## src/rtl/mmt_pkg.sv

```systemverilog
package mmt_pkg;

  localparam int ADDR_W = 3;

  typedef enum logic [1:0] {
    MODE_IDLE = 2'd0,
    MODE_PWM  = 2'd1,
    MODE_EDGE = 2'd2,
    MODE_CAPT = 2'd3
  } mmt_mode_e;

  typedef enum logic [1:0] {
    SRC_SYS  = 2'd0,
    SRC_EXTA = 2'd1,
    SRC_EXTB = 2'd2,
    SRC_SYS2 = 2'd3
  } mmt_src_e;

  // bit 4 enable, bits 3:2 source, bits 1:0 mode
  typedef struct packed {
    logic      ien;
    mmt_src_e  src;
    mmt_mode_e mode;
  } mmt_ctrl_t;

  localparam int CTRL_W = $bits(mmt_ctrl_t);

  localparam logic [ADDR_W-1:0] A_CTRL = 3'd0;
  localparam logic [ADDR_W-1:0] A_PER  = 3'd1;
  localparam logic [ADDR_W-1:0] A_WID  = 3'd2;
  localparam logic [ADDR_W-1:0] A_CPER = 3'd3;
  localparam logic [ADDR_W-1:0] A_CWID = 3'd4;
  localparam logic [ADDR_W-1:0] A_STAT = 3'd5;
  localparam logic [ADDR_W-1:0] A_CNT  = 3'd6;

endpackage

```

## src/rtl/mmt_sync.sv

```systemverilog
// Multi-flop synchronizer; exposes the synchronized level and its one-cycle-old copy
module mmt_sync #(
  parameter int STAGES = 2
) (
  input  logic clk,
  input  logic rst,
  input  logic d,
  output logic lvl,
  output logic lvl_d
);

  logic [STAGES-1:0] chain;

  always_ff @(posedge clk) begin
    if (rst) begin
      chain <= '0;
      lvl_d <= 1'b0;
    end else begin
      chain <= {chain[STAGES-2:0], d};
      lvl_d <= chain[STAGES-1];
    end
  end

  assign lvl = chain[STAGES-1];

endmodule

```

## src/rtl/mmt_regs.sv

```systemverilog
module mmt_regs
  import mmt_pkg::*;
#(
  parameter int CNT_W = 32
) (
  input  logic              clk,
  input  logic              rst,
  input  logic              wr,
  input  logic [ADDR_W-1:0] addr,
  input  logic [CNT_W-1:0]  wdata,
  input  logic [CNT_W-1:0]  cap_period,
  input  logic [CNT_W-1:0]  cap_width,
  input  logic [CNT_W-1:0]  count,
  input  logic              ovf_set,
  output mmt_ctrl_t         ctrl,
  output logic [CNT_W-1:0]  period,
  output logic [CNT_W-1:0]  width,
  output logic              ovf,
  output logic              ctrl_wr,
  output logic [CNT_W-1:0]  rdata
);

  logic ovf_clr;

  assign ctrl_wr = wr && (addr == A_CTRL);
  assign ovf_clr = wr && (addr == A_STAT) && wdata[0];

  always_ff @(posedge clk) begin
    if (rst) begin
      ctrl   <= '0;
      period <= '0;
      width  <= '0;
      ovf    <= 1'b0;
      rdata  <= '0;
    end else begin
      if (wr) begin
        case (addr)
          A_CTRL:  ctrl   <= mmt_ctrl_t'(wdata[CTRL_W-1:0]);
          A_PER:   period <= wdata;
          A_WID:   width  <= wdata;
          default: ;
        endcase
      end
      if (ovf_set)      ovf <= 1'b1;
      else if (ovf_clr) ovf <= 1'b0;

      case (addr)
        A_CTRL:  rdata <= {{(CNT_W-CTRL_W){1'b0}}, ctrl};
        A_PER:   rdata <= period;
        A_WID:   rdata <= width;
        A_CPER:  rdata <= cap_period;
        A_CWID:  rdata <= cap_width;
        A_STAT:  rdata <= {{(CNT_W-1){1'b0}}, ovf};
        A_CNT:   rdata <= count;
        default: rdata <= '0;
      endcase
    end
  end

endmodule

```

## src/rtl/mmt_core.sv

```systemverilog
// Shared counter serving PWM generation, pin edge counting and width/period capture
module mmt_core
  import mmt_pkg::*;
#(
  parameter int CNT_W = 32
) (
  input  logic             clk,
  input  logic             rst,
  input  mmt_ctrl_t        ctrl,
  input  logic [CNT_W-1:0] period,
  input  logic [CNT_W-1:0] width,
  input  logic             restart,
  input  logic [1:0]       ext_rise,
  input  logic             pin_rise,
  input  logic             pin_fall,
  output logic [CNT_W-1:0] cnt,
  output logic [CNT_W-1:0] cap_period,
  output logic [CNT_W-1:0] cap_width,
  output logic             pin_out,
  output logic             pin_oe,
  output logic             irq,
  output logic             err_irq,
  output logic             ovf_set
);

  localparam logic [CNT_W-1:0] CNT_MAX = '1;
  localparam logic [CNT_W-1:0] CNT_ONE = CNT_W'(1);

  logic             tick;
  logic             armed;
  logic             wrap;
  logic [CNT_W-1:0] cnt_inc;

  always_comb begin
    case (ctrl.src)
      SRC_EXTA: tick = ext_rise[0];
      SRC_EXTB: tick = ext_rise[1];
      default:  tick = 1'b1;
    endcase
    if (ctrl.mode == MODE_EDGE) tick = pin_rise;
  end

  assign cnt_inc = cnt + CNT_ONE;
  assign wrap    = (cnt_inc == period);
  assign ovf_set = (ctrl.mode == MODE_CAPT) && !restart && !pin_rise
                   && tick && (cnt == CNT_MAX);

  always_ff @(posedge clk) begin
    if (rst) begin
      cnt        <= '0;
      cap_period <= '0;
      cap_width  <= '0;
      armed      <= 1'b0;
      pin_out    <= 1'b0;
      pin_oe     <= 1'b0;
      irq        <= 1'b0;
      err_irq    <= 1'b0;
    end else begin
      irq     <= 1'b0;
      err_irq <= 1'b0;
      pin_oe  <= (ctrl.mode == MODE_PWM);
      pin_out <= (ctrl.mode == MODE_PWM) && (cnt < width);
      if (restart) begin
        cnt   <= '0;
        armed <= 1'b0;
      end else begin
        case (ctrl.mode)
          MODE_PWM, MODE_EDGE: begin
            if (tick) begin
              if (wrap) begin
                cnt <= '0;
                irq <= ctrl.ien;
              end else begin
                cnt <= cnt_inc;
              end
            end
          end
          MODE_CAPT: begin
            if (pin_rise) begin
              if (armed) begin
                cap_period <= cnt;
                irq        <= ctrl.ien;
              end
              armed <= 1'b1;
              cnt   <= tick ? CNT_ONE : '0;
            end else begin
              if (pin_fall && armed) cap_width <= cnt;
              if (tick) begin
                if (cnt == CNT_MAX) begin
                  err_irq <= ctrl.ien;
                  armed   <= 1'b0;
                end
                cnt <= cnt_inc;
              end
            end
          end
          default: ;
        endcase
      end
    end
  end

endmodule

```

## src/rtl/mmt_timer.sv

```systemverilog
module mmt_timer
  import mmt_pkg::*;
#(
  parameter int CNT_W       = 32,
  parameter int SYNC_STAGES = 2
) (
  input  logic              clk,
  input  logic              rst,
  input  logic              reg_wr,
  input  logic [ADDR_W-1:0] reg_addr,
  input  logic [CNT_W-1:0]  reg_wdata,
  output logic [CNT_W-1:0]  reg_rdata,
  input  logic              pin_in,
  output logic              pin_out,
  output logic              pin_oe,
  input  logic              ext_clk_a,
  input  logic              ext_clk_b,
  output logic              irq,
  output logic              err_irq
);

  localparam int NUM_IN = 3;

  logic [NUM_IN-1:0] raw_in;
  logic [NUM_IN-1:0] in_lvl;
  logic [NUM_IN-1:0] in_lvl_d;
  logic [NUM_IN-1:0] in_rise;
  logic              pin_fall;

  mmt_ctrl_t         ctrl_q;
  logic [CNT_W-1:0]  period_q;
  logic [CNT_W-1:0]  width_q;
  logic [CNT_W-1:0]  cnt_q;
  logic [CNT_W-1:0]  cap_period_q;
  logic [CNT_W-1:0]  cap_width_q;
  logic              ovf_flag;
  logic              ovf_set;
  logic              ctrl_wr;

  assign raw_in = {ext_clk_b, ext_clk_a, pin_in};

  for (genvar gi = 0; gi < NUM_IN; gi++) begin : g_sync
    mmt_sync #(.STAGES(SYNC_STAGES)) u_sync (
      .clk   (clk),
      .rst   (rst),
      .d     (raw_in[gi]),
      .lvl   (in_lvl[gi]),
      .lvl_d (in_lvl_d[gi])
    );
  end

  assign in_rise  = in_lvl & ~in_lvl_d;
  assign pin_fall = ~in_lvl[0] & in_lvl_d[0];

  mmt_regs #(.CNT_W(CNT_W)) u_regs (
    .clk        (clk),
    .rst        (rst),
    .wr         (reg_wr),
    .addr       (reg_addr),
    .wdata      (reg_wdata),
    .cap_period (cap_period_q),
    .cap_width  (cap_width_q),
    .count      (cnt_q),
    .ovf_set    (ovf_set),
    .ctrl       (ctrl_q),
    .period     (period_q),
    .width      (width_q),
    .ovf        (ovf_flag),
    .ctrl_wr    (ctrl_wr),
    .rdata      (reg_rdata)
  );

  mmt_core #(.CNT_W(CNT_W)) u_core (
    .clk        (clk),
    .rst        (rst),
    .ctrl       (ctrl_q),
    .period     (period_q),
    .width      (width_q),
    .restart    (ctrl_wr),
    .ext_rise   (in_rise[2:1]),
    .pin_rise   (in_rise[0]),
    .pin_fall   (pin_fall),
    .cnt        (cnt_q),
    .cap_period (cap_period_q),
    .cap_width  (cap_width_q),
    .pin_out    (pin_out),
    .pin_oe     (pin_oe),
    .irq        (irq),
    .err_irq    (err_irq),
    .ovf_set    (ovf_set)
  );

endmodule

```

## config.mk

```make
export PLATFORM = sky130hd
export DESIGN_NAME = mmt_timer
export DESIGN_NICKNAME = d
export VERILOG_FILES = /design/src/rtl/mmt_pkg.sv /design/src/rtl/mmt_sync.sv /design/src/rtl/mmt_regs.sv /design/src/rtl/mmt_core.sv /design/src/rtl/mmt_timer.sv
export SDC_FILE = /design/constraint.sdc
export NUM_CORES = 1
export LEC_CHECK = 0
export BUFFER_PORTS_ARGS = -buffer_cell sky130_fd_sc_hd__buf_2
export CORE_MARGIN = 5
export CORE_UTILIZATION = 30
export DETAILED_ROUTE_END_ITERATION = 10
export MAX_ROUTING_LAYER = met4
export PLACE_DENSITY_LB_ADDON = 0.08
export SETUP_SLACK_MARGIN = 0.02
export SYNTH_ARGS = -nofsm -noshare
export SYNTH_HDL_FRONTEND = slang
export SYNTH_HIERARCHICAL = 1
export SYNTH_SLANG_ARGS = --single-unit
```

## constraint.sdc

```tcl
create_clock -name clk -period 8.2 [get_ports clk]
set_input_delay 1.64 -clock clk [delete_from_list [all_inputs] [get_ports clk]]
set_output_delay 1.64 -clock clk [all_outputs]
set_load 0.01 [all_outputs]
```

# Word-level counts from Yosys, hierarchy flattened
# Cells that the tools add are included.
# totals
reg_bits	212
inputBits	41
output_inout_bits	36
elab_cells	92
# classes
n_addsub	1
n_lt_le_gt_ge	1
eq_ne	15
muxes	19
n_bitwise	9
n_reduce_logical	26
# op_table
op	n
$pmux 32 s7	1
$mux 32	4
$pmux 32 s2	1
$add 32x1->32 const B	1
$eq 32x32->1	1
$eq 32x32->1 const B	1
$lt 32x32->1	1
$mux 1	11
$eq 3x3->1 const B	3
$logic_and 1x1->1	9
$reduce_and 4->1	2
$reduce_bool 2->1	4
$eq 2x2->1 const B	3
$eq 3x2->1 const B	2
$not 1->1	6
$reduce_and 2->1	3
$reduce_and 3->1	2
$reduce_or 6->1	1
$eq 2x1->1 const B	2
$pmux 1 s2	2
$reduce_or 2->1	2
$and 3x3->3	1
$eq 3x1->1 const B	1
$logic_not 3->1	1
other kinds (5)	6

# Logic depth before layout (Yosys ltp)
# Gate-level depths: netlist (run 1).
# depth
ltp_word	8
mapped_depth	13

# Hierarchy
# The synthesis (run 1) kept the hierarchy.
# by_module_without_submodules
mod	instances	cells_each	area_each_um2	seq_area_each_um2
mmt_core	1	819	6202.2	2021.9
mmt_regs	1	538	4400.5	2042.0
mmt_sync	3	6	78.8	60.1
mmt_timer	1	4	27.5	0.0

# Worst setup path after synthesis (run 1)
# Ideal clock, no wire load.
# synth_path
path_type	input to register
from	input port reg_addr[2]
to	register u_core.cap_period[10]
t_arrival_ns	3.108
slack_ns	4.960
cell_stages	8
cell_sequence	buf_4 -> nor4b_4 -> nor2b_1 -> and3_1 -> clkbuf_1 -> clkbuf_1 -> nand2_1 -> a21oi_1
# synth_via
elab_chain_cells	4
# synth_lines
element	line_no	rtl
from (decl)	mmt_timer.sv:10	input logic [ADDR_W-1:0] reg_addr,
$logic_not 3->1	mmt_regs.sv:25	assign ctrl_wr = wr && (addr == A_CTRL);
$logic_and 1x1->1	mmt_regs.sv:25	
net ctrl_wr	mmt_timer.sv:38	logic ctrl_wr;
$not 1->1 (no source line)	-	
$reduce_and 4->1 (no source line)	-	
to (signal assigned)	mmt_core.sv:81	cap_period <= cnt;
to (decl)	mmt_core.sv:17	output logic [CNT_W-1:0] cap_period,
# The timed path passes the listed nets, and every way through them passes these cells.
# A chain may end at the register's enable or synchronous reset.

# Final worst setup path (run 1)
# layout_path
from	register u_core.cnt[0]
to	register u_core.cnt[25]
# layout_via
elab_chain_cells	5
elab_cells_between_ends	7
# layout_lines
element	line_no	rtl
from (decl)	mmt_core.sv:16	output logic [CNT_W-1:0] cnt,
from (signal assigned)	mmt_core.sv:74	cnt <= cnt_inc;
from (signal assigned)	mmt_core.sv:85	cnt <= tick ? CNT_ONE : '0;
from (signal assigned)	mmt_core.sv:93	cnt <= cnt_inc;
$add 32x1->32 *	mmt_core.sv:43	assign cnt_inc = cnt + CNT_ONE;
$eq 32x32->1	mmt_core.sv:44	assign wrap = (cnt_inc == period);
$mux 32	mmt_core.sv:70	if (wrap) begin
$mux 32	mmt_core.sv:69	if (tick) begin
$pmux 32 s2 *	mmt_core.sv:67	case (ctrl.mode)
# Every way passes the cells marked *; elsewhere a longest branch is shown, timed or not. The select of a mux whose other input is x is not followed.

==> results of run 1 <==
[cells by family after synthesis]
logic type,synth area share [%]
and+or+nand+nor,23.8
AOI/OAI and AO/OA,19.1
DFF,39.1
buffers and inverters,6.33
muxes,4.42
adders and majority gates,4.38
xor gates and xnor gates,2.90
[per-stage QoR]
stage / area, um2 / hold WS (ns)
6_report: 12200 / 0.441
3_5_place_dp: 11400 / 0.439
3_3_place_gp: 11400 / 0.437
5_1_grt: 12200 / 0.463
4_1_cts: 12200 / 0.452
2_1_floorplan: 10900 / 0.414
[state kept, by name, indices dropped and copies added (netlist names)]
name / count
u_core/cap_period: 32
u_core/cap_width: 32
u_core/cnt: 32
u_regs/period: 32
u_regs/rdata: 32
u_regs/width: 32
g_sync.u_sync/chain: 6
u_regs/ctrl: 5
g_sync.u_sync/lvl_d: 3
u_core/armed: 1
u_core/err_irq: 1
u_core/irq: 1
u_core/pin_oe: 1
u_core/pin_out: 1
u_regs/ovf: 1
[where the power goes]
part	switching (uW)	internal, uW
logic	92.1	41.3
clock network	460	674
registers	9.60	1040
total	562	1760
[final cells by class]
type	count	area [um2]
Fill cell	3819	23400
Tap cell	461	577
Clock inverter	8	65.1
Sequential cell	212	4240
Timing Repair Buffer	88	473
Multi-Input combinational cell	1016	5950
Clock buffer	38	767
Inverter	43	161
[worst register-to-register path, cell delays in order, from the launching register on]
cell and delay [ns]:
dfxtp_1 0.61, ha_1 0.39, nand3_4 0.16, or3_1 0.58
o211a_1 0.29, or4b_1 0.57, nor4_1 0.18, and4b_2 0.34
nand4_2 0.49, o2111ai_1 0.32, o31ai_1 0.10
[synth_stat cells (3+ instances only)]
cell type and n:
nor3_1 15, nor3b_1 6, buf_6 5, nand2_1 302, and4_1 6, a22oi_1 30, nor2_1 67, nand2b_1 14
and2_1 3, dfxtp_1 212, o41ai_1 3, o22ai_1 3, nor2b_1 21, a21o_1 26, mux2i_1 39, buf_2 24
o21ai_1 13, inv_1 43, a21oi_1 207, o2111ai_1 9, a211oi_1 6, and3_1 15, nand3_1 16, o31ai_1 12
mux2_2 6, o221ai_1 3, o21ai_0 23, xor2_1 9, or4_1 4, nand4_1 30, xnor2_1 27, buf_1 3
ha_1 38, or3_1 5, clkbuf_1 61, buf_4 14, nand4_2 4, nor4_1 18
[worst paths after layout]
| check | from | endpoint | slack, ns | cells after the start |
|---|---|---|---|---|
| worst max register to register | u_core/cnt[0] | u_core/cnt[25] | 4.03 | 10 |
| worst min register to register | g_sync[2].u_sync/chain[0] | g_sync[2].u_sync/chain[1] | 0.44 | 1 |
| worst max-delay path | u_core/cnt[0] | u_core/cnt[25] | 4.03 | 10 |
| worst min-delay path | g_sync[2].u_sync/chain[0] | g_sync[2].u_sync/chain[1] | 0.44 | 1 |
[cells in the final DEF, fill, tap and decap left out, types with 14 or more instances in the layout]
cell type and count:
nand2_1 301, nor2b_1 21, nand3_1 15, dfxtp_1 212, buf_2 75, xnor2_1 27, a21o_1 26, clkbuf_16 27
nand4_1 30, inv_1 43, ha_1 38, mux2i_1 39, a21oi_1 206, nor2_1 67, nor3_1 15, nor4_1 18
o21ai_0 23, nand2b_1 14, a22oi_1 30
[routing by layer]
layer | vias up | part of all wire [%]
met2 | 186 | 45
li1 | 4829 | -
met5 | - | 0
met3 | 47 | 4.0
met1 | 4631 | 49
met4 | 0 | 1.8
==> flow_metrics.py, run 1 <==
metrics = {
    "power_and_ir_drop": {
        "p_leak_uw": 0.00441,
        "ir_drop_uv": 142,
        "power_density_nw_per_um2": 189,
        "p_total_uw": 2320,
    },
    "run": {
        "cap_violations": 0,
    },
    "sta": {
        "hold_viol": 0,
        "slew_headroom_pct": 33.6,
        "fin_crit_ns": 4.17,
        "tightestPinTransition_ns": 0.988,
        "fin_setup_tns_ns": 0,
        "fin_crit_sh_pct": 50.9,
        "rsz0062_at_grt": "false",
        "worst_slack_ns": 4.03,
        "slew_violations": 0,
        "fmax_ghz": 0.240,
        "clock_skew_ns": 0.0170,
        "setup_viol_count_final": 0,
    },
    "synthesis": {
        "yosysTopAreaCell": "dfxtp_1",
        "avgSynthCellArea_um2": 7.88,
        "async_flop_share_pct": 0,
        "netlist_top_cells_area": "dfxtp_1 (39%), nand2_1 (10%), a21oi_1 (9.5%), ha_1 (4.4%), mux2i_1 (3.6%)",
        "synth-main-ff-cell": "dfxtp_1",
        "ys_seq_area_share_pct": 39.1,
        "syn_inst": 1379,
        "syn_area_um2": 10900,
        "ys_ff_latch": 212,
        "yosysWarnings": 6,
        "synth_top_area_share_pct": 39.1,
        "synth_edf_count": 0,
        "synth_cell_types": 70,
        "synth_nets": 1458,
    },
    "finish": {
        "final_util_pct": 34.3,
        "syn_to_final_growth_pct": 12.6,
        "num_antenna_cells": 0,
        "final_cells": 1866,
        "finalNetCount": 1466,
        "drive_gt1_share_pct": 11.2,
    },
    "critical_path": {
        "critPathSlowestCell": "dfxtp_1",
        "critPathKind": "reg2reg",
        "path_buf_inv": 0,
        "crit_chain": "ha_1 > nand3_4 > or3_1 > o211a_1 > or4b_1 > nor4_1 > and4b_2 > nand4_2 > o2111ai_1 > o31ai_1",
        "cpPeakStageDelay_ns": 0.61,
        "crit_path_start_kind": "flip-flop",
        "required_ns": 8.60,
        "end_kind": "flip-flop",
        "worstPathMaxFanout": 14,
        "critPathTopFamily": "simple AND/OR/NAND/NOR gates",
        "cp.arrival_ns": 4.57,
    },
    "global_route": {
        "grt.busiest_layer": "met2",
        "grt_start_max_net_pins": 71,
        "met1_usage_pct": 25.3,
        "grt-ovfl-total": 0,
        "grt_pass1_vias": 9519,
        "grt_pass1_wl_um": 57900,
        "grt.met2_usage_pct": 29.0,
        "met3_usage_pct": 2.30,
        "grt_use_total_pct": 18.3,
        "antenna_found_initial": 0,
    },
    "clock_network": {
        "cts_setup_buffers": 0,
        "cts_inserted_buffers": 26,
        "max-clock-path-buffers": 3,
        "path_clk_slew_ns": 0.06,
        "h-tree-depth": 1,
        "clk_latency_ns": 0.54,
        "ctsRootBufferMaster": "clkbuf_16",
        "ctsHoldBuffers": 0,
        "cts_resized": 0,
        "clock-sinks": 212,
        "tritoncts": "yes",
    },
    "placed_design": {
        "dp_cells": 1820,
        "io_buffers": 76,
        "place_ws_ns": 3.81,
        "routabilityCongestion": 0.887,
        "hpwl_um": 24500,
    },
    "floorplanning": {
        "fp.dieH_um": 200,
        "die_w_um": 200,
        "dieArea_um2": 40100,
        "io_pins": 77,
        "rows": 69,
        "coreArea_um2": 35700,
        "initial_core_util_pct": 30.5,
    },
    "detailed_routing": {
        "final_antenna_net_count": 0,
        "totalWireLength_um": 36700,
        "firstDrtPassIters": 5,
        "post_drt_wl_per_cell_um": 19.6,
        "via_per_inst": 5.19,
        "drtIter0Drc": 488,
        "vias": 9693,
        "drc": 0,
    },
    "status": {
        "status": "completed",
    },
    "min_path": {
        "worstHoldPathType": "reg2reg",
    },
}
Note: power is estimated with default switching activity, not from simulation.
==> inputs of run 2 (changes only) <==
- ABC_AREA: default -> 1
- clock period: 8.2 -> 4.3 ns (I/O delays scaled with it)
==> run 2 against run 1 <==
Register-to-register slack got worse by 3.2 ns. Global-route usage is 2.0 points higher. Clock skew up 0.0044 ns. Critical endpoint is now u_core/cnt[12]. Largest cell class unchanged. Hold slack worse by 0.044 ns. Highest routed layer unchanged.
==> flow_metrics.py, run 2 <==
metrics = {
    "clock_network": {
        "cts_resized": 0,
        "h-tree-depth": 1,
        "ctsHoldBuffers": 0,
        "cts_setup_buffers": 0,
        "cts_inserted_buffers": 28,
        "path_clk_slew_ns": 0.06,
        "max-clock-path-buffers": 3,
        "clk_latency_ns": 0.56,
        "clock-sinks": 212,
        "ctsRootBufferMaster": "clkbuf_16",
        "tritoncts": "yes",
    },
    "global_route": {
        "grt_use_total_pct": 20.3,
        "grt_pass1_vias": 10500,
        "grt-ovfl-total": 0,
        "grt_pass1_wl_um": 64000,
        "antenna_found_initial": 0,
        "grt_start_max_net_pins": 65,
    },
    "floorplanning": {
        "initial_core_util_pct": 30.2,
        "fp.dieH_um": 201,
        "io_pins": 77,
        "die_w_um": 201,
        "rows": 70,
        "dieArea_um2": 40500,
        "coreArea_um2": 36300,
    },
    "placed_design": {
        "dp_cells": 2143,
        "hpwl_um": 28000,
        "routabilityCongestion": 0.868,
        "io_buffers": 76,
    },
    "detailed_routing": {
        "drc": 0,
        "vias": 10900,
        "drtIter0Drc": 698,
        "post_drt_wl_per_cell_um": 18.5,
        "via_per_inst": 4.95,
        "totalWireLength_um": 40500,
        "final_antenna_net_count": 0,
        "firstDrtPassIters": 5,
    },
    "finish": {
        "final_common_cell": "nand2_1",
        "final_cells": 2195,
        "most-common-layout-cells": "nand2_1 (349), nor2_1 (282), dfxtp_1 (212), nand3_1 (189), inv_1 (139)",
        "num_antenna_cells": 0,
        "finalNetCount": 1784,
        "drive_gt1_share_pct": 10.1,
        "syn_to_final_growth_pct": 16.3,
        "final_util_pct": 35.1,
    },
    "synthesis": {
        "synth_edf_count": 0,
        "synth-main-ff-cell": "dfxtp_1",
        "netlist_top_cells_area": "dfxtp_1 (39%), nand2_1 (12%), nor2_1 (9.7%), nand3_1 (8.6%), a21oi_1 (5.4%)",
        "syn_inst": 1662,
        "synthTopCellsByCount": "nand2_1 (349), nor2_1 (284), dfxtp_1 (212), nand3_1 (189), inv_1 (140)",
        "synth_top_area_share_pct": 38.6,
        "yosysWarnings": 6,
        "synth.most_common_cell": "nand2_1",
        "ys_ff_latch": 212,
        "ys_seq_area_share_pct": 38.6,
        "async_flop_share_pct": 0,
        "synth_nets": 1741,
        "avgSynthCellArea_um2": 6.61,
        "yosysTopAreaCell": "dfxtp_1",
        "syn_area_um2": 11000,
        "synth_cell_types": 38,
    },
    "sta": {
        "fin_crit_sh_pct": 80.8,
        "hold_viol": 0,
        "slew_violations": 0,
        "slew_headroom_pct": 22.2,
        "clock_skew_ns": 0.0213,
        "fin_setup_tns_ns": 0,
        "fmax_ghz": 0.288,
        "fin_crit_ns": 3.48,
        "tightestPinTransition_ns": 1.15,
        "rsz0062_at_grt": "false",
        "setup_viol_count_final": 0,
    },
    "power_and_ir_drop": {
        "p_leak_uw": 0.00539,
        "ir_drop_uv": 300,
        "power_density_nw_per_um2": 381,
    },
    "critical_path": {
        "worstPathMaxFanout": 31,
        "critPathKind": "reg2reg",
        "worst_path_most_repeated_cell": "nand2_1",
        "cpPeakStageDelay_ns": 0.52,
        "end_kind": "flip-flop",
        "crit_chain": "nand2_1 > nor2_1 > nand2_1 > nor2_1 > nand2_1 > nand2_1 > nand2_1 > nand2_1 > nand2_1 > nor2_1 > nand2_1 > nor2_2 > nand4_4 > nand3_1 > a21oi_1",
        "required_ns": 4.71,
        "cp.arrival_ns": 3.89,
        "crit_path_start_kind": "flip-flop",
        "critPathSlowestCell": "dfxtp_1",
    },
    "status": {
        "status": "completed",
    },
    "min_path": {
        "worstHoldPathType": "reg2reg",
    },
    "run": {
        "cap_violations": 0,
    },
}
[run 2: cell count changes after synthesis, sizes merged, moves of 15 or more]
cell and delta:
nor2 +231, nand3 +171, o21ai +106, inv +105, a21oi -89, nand2 +51, mux2i -39, a22oi -30
a21o -26, xnor2 -26, nor2b -21, nor4 -18, and3 -15
[run 2: cells by family after synthesis]
| group | Yosys count | share of synthesized area, % |
|---|---|---|
| adder cells (fa/ha/maj) | 38 | 4.33 |
| buffers and inverters | 231 | 8.48 |
| flip-flops | 212 | 38.6 |
| AO/OA/AOI/OAI | 269 | 12.5 |
| AND/OR/NAND/NOR | 904 | 35.3 |
| XOR/XNOR | 8 | 0.763 |
[run 2: metrics by stage]
| stage | hold WS (ns) | setup WS, ns | cell area (um2) | power [uW] |
|---|---|---|---|---|
| after floorplan | 0.388 | 2.02 | 11000 | 2230 |
| after CTS | 0.401 | 0.924 | 12800 | 4940 |
| after global placement | 0.389 | 0.960 | 11800 | 2360 |
| after detailed placement | 0.393 | 0.916 | 11800 | 2360 |
| after global routing | 0.425 | 0.651 | 12800 | 5060 |
| final | 0.397 | 0.824 | 12800 | 4860 |
[run 2: where the power goes]
part	switching, uW	internal (uW)	total (uW)	leakage (uW)
registers	28.8	1990	2020	0.00171
clock network	940	1610	2550	0.000499
logic	216	78.2	295	0.00318
[run 2: worst max-delay path, delay by kind of cell (launching register included)]
kind	cells	cell delay (ns)
flip-flops	1	0.52
AO/OA/AOI/OAI	1	0.09
AND/OR/NAND/NOR	14	2.72
[run 2: routing by layer]
metal / wire length [um] / up-vias / GRT usage [%]
met2: 18100 / 234 / 31.3
met3: 1830 / 64 / 3.16
met1: 19500 / 5043 / 28.2
met5: 0 / - / -
met4: 1060 / 0 / 4.74
li1: - / 5530 / -
[run 2: cell type report]
cell class	count	area, um2
inverters	149	562
well taps	468	586
multi-input cells	1219	5820
clock buffers	42	855
fillers	3978	23600
repair buffers	95	548
clock inverters	10	159
flip-flops and latches	212	4240
[run 2: path summary, 6_finish.rpt]
| kind | endpoint | slack (ns) | startpoint | cells past startpoint |
|---|---|---|---|---|
| min reg2reg | g_sync[1].u_sync/chain[1] | 0.40 | g_sync[1].u_sync/chain[0] | 2 |
| max reg2reg | u_core/cnt[12] | 0.82 | u_core/cnt[15] | 15 |
| max | u_core/cnt[12] | 0.82 | u_core/cnt[15] | 15 |
| min | g_sync[1].u_sync/chain[1] | 0.40 | g_sync[1].u_sync/chain[0] | 2 |
==> inputs of run 3 (changes only) <==
- ABC_AREA: 1 -> 0
- clock period: 4.3 -> 2.8 ns (I/O delays scaled with it)
==> run 3 against run 2 <==
The run now ends with negative setup slack left. Clock power up 30%. Register-to-register slack worse by 1.0 ns. Worst setup slack worse by 1.0 ns. Total power up 41%. Hold slack worse by 0.16 ns. Fmax up 15%. Sequential share of layout area down 2.3 points. Largest cell class unchanged. Highest routed layer unchanged.
==> flow_metrics.py, run 3 (synthesis gave the netlist of run 1 again) <==
metrics = {
    "sta": {
        "clock_skew_ns": 0.0101,
        "tightestPinTransition_ns": 0.701,
        "fin_crit_sh_pct": 108,
        "slew_headroom_pct": 53.3,
        "slew_violations": 0,
        "worst_slack_ns": -0.224,
        "fmax_ghz": 0.331,
        "rsz0062_at_grt": "true",
        "fin_crit_ns": 3.02,
        "setup_viol_count_final": 31,
        "hold_viol": 0,
    },
    "detailed_routing": {
        "routed.top_layer": "met4",
        "drc": 0,
        "final_antenna_net_count": 0,
        "drtIter0Drc": 555,
        "totalWireLength_um": 39400,
        "post_drt_wl_per_cell_um": 19.5,
        "vias": 10300,
        "firstDrtPassIters": 5,
        "wirelength_met1_um": 18900,
        "met3_wirelength_um": 1920,
        "wl_met2_um": 18000,
        "via_per_inst": 5.10,
    },
    "finish": {
        "fillCellCount": 3821,
        "most-common-layout-cells": "nand2_1 (302), a21oi_1 (205), dfxtp_1 (201), buf_4 (150), buf_2 (75)",
        "syn_to_final_growth_pct": 26.9,
        "fin_area_um2": 13800,
        "final_util_pct": 38.7,
        "final_cells": 2022,
        "final_common_cell": "nand2_1",
        "finalNetCount": 1619,
        "drive_gt1_share_pct": 22.3,
    },
    "power_and_ir_drop": {
        "ir_drop_uv": 384,
        "p_leak_uw": 0.00536,
        "power_density_nw_per_um2": 496,
        "p_total_uw": 6850,
    },
    "critical_path": {
        "critPathKind": "reg2reg",
        "crit_path_start_kind": "flip-flop",
        "critPathSlowestCell": "dfxtp_1",
        "crit_chain": "and4_1 > nand4_1 > buf_4 > nor4_2 > xnor2_1 > nor4_1 > and4b_2 > buf_4 > and3_1 > a21oi_1 > nor4b_2",
        "path_buf_inv": 2,
        "end_kind": "flip-flop",
        "worst_path_most_repeated_cell": "buf_4",
        "worstPathMaxFanout": 6,
        "required_ns": 3.23,
        "cpPeakStageDelay_ns": 0.38,
        "critPathTopFamily": "simple AND/OR/NAND/NOR gates",
        "cp.arrival_ns": 3.46,
    },
    "placed_design": {
        "dpl-instance-area_um2": 12600,
        "io_buffers": 76,
        "hpwl_um": 27600,
        "dp_cells": 1959,
        "routabilityCongestion": 0.929,
        "place_ws_ns": -0.335,
    },
    "floorplanning": {
        "die_w_um": 200,
        "dieArea_um2": 40100,
        "rows": 69,
        "initial_core_util_pct": 30.5,
        "fp.dieH_um": 200,
        "io_pins": 77,
        "coreArea_um2": 35700,
    },
    "status": {
        "violations": "negative setup slack",
        "status": "finished, violations left",
    },
    "clock_network": {
        "cts_inserted_buffers": 26,
        "ctsRootBufferMaster": "clkbuf_16",
        "path_clk_slew_ns": 0.06,
        "max-clock-path-buffers": 3,
        "h-tree-depth": 1,
        "tritoncts": "yes",
        "clk_latency_ns": 0.54,
        "ctsHoldBuffers": 0,
        "clock-sinks": 212,
    },
    "min_path": {
        "worstHoldPathType": "in2reg",
    },
    "global_route": {
        "grt_use_total_pct": 19.8,
        "grt_pass1_vias": 10400,
        "grt_pass1_wl_um": 61800,
        "grt_start_max_net_pins": 145,
        "grt-ovfl-total": 0,
        "antenna_found_initial": 0,
    },
    "run": {
        "cap_violations": 0,
    },
}
run 3: cell types whose count changed in the layout (fill, tap and decap cells not counted), sizes merged, moves of 18 or more:
cell   delta
nand2    -51
nand3   -171
nor4     +18
inv     -104
xnor2    +26
nor2    -231
o21ai   -106
a21o     +26
a22oi    +30
a21oi    +89
buf     +145
mux2i    +39
nor2b    +21
run 3: area by class of cell:
cell class,count,area [um2],share of cell area (%)
clock buffer,37,773,5.61
antenna,1,2.50,0.0181
multi-input combinational,1017,6180,44.8
clock inverter,11,70.1,0.508
timing repair buffer,240,1760,12.7
sequential,212,4270,31.0
inverter,43,161,1.17
tap,461,577,4.18
run 3: through the flow:
| stage | hold WS, ns | setup TNS [ns] |
|---|---|---|
| finish | 0.233 | -4.38 |
| CTS | 0.199 | -3.90 |
| detailed placement | 0.438 | -6.76 |
| global route | 0.226 | -7.44 |
| floorplan | 0.414 | -1.81 |
| global placement | 0.437 | -5.43 |
run 3: what timing repair did:
item	in CTS	in global routing
endpoints found under the hold margin	0	0
pin swaps	4	3
setup buffers	10	2
cloned	2	0
endpoints found under the setup margin	31	33
resized for setup	32	10
run 3: power breakdown:
group	switching, uW	internal (uW)
registers	25.2	3040
clock network	1390	1930
logic	295	169
run 3: worst paths after layout:
path,cells after the start,from,slack [ns],endpoint
hold / removal,2,ext_clk_b,0.23,g_sync[2].u_sync/chain[0]
hold reg to reg,1,g_sync[2].u_sync/chain[0],0.45,g_sync[2].u_sync/chain[1]
setup reg to reg,11,u_core/cnt[13],-0.22,u_core/irq
setup / recovery,11,u_core/cnt[13],-0.22,u_core/irq
run 3: metal layers:
metal	vias up	GRT usage, %
li1	5123	-
met1	4915	26.8
met2	225	31.6
met3	40	3.30
met4	0	3.54
met5	-	-
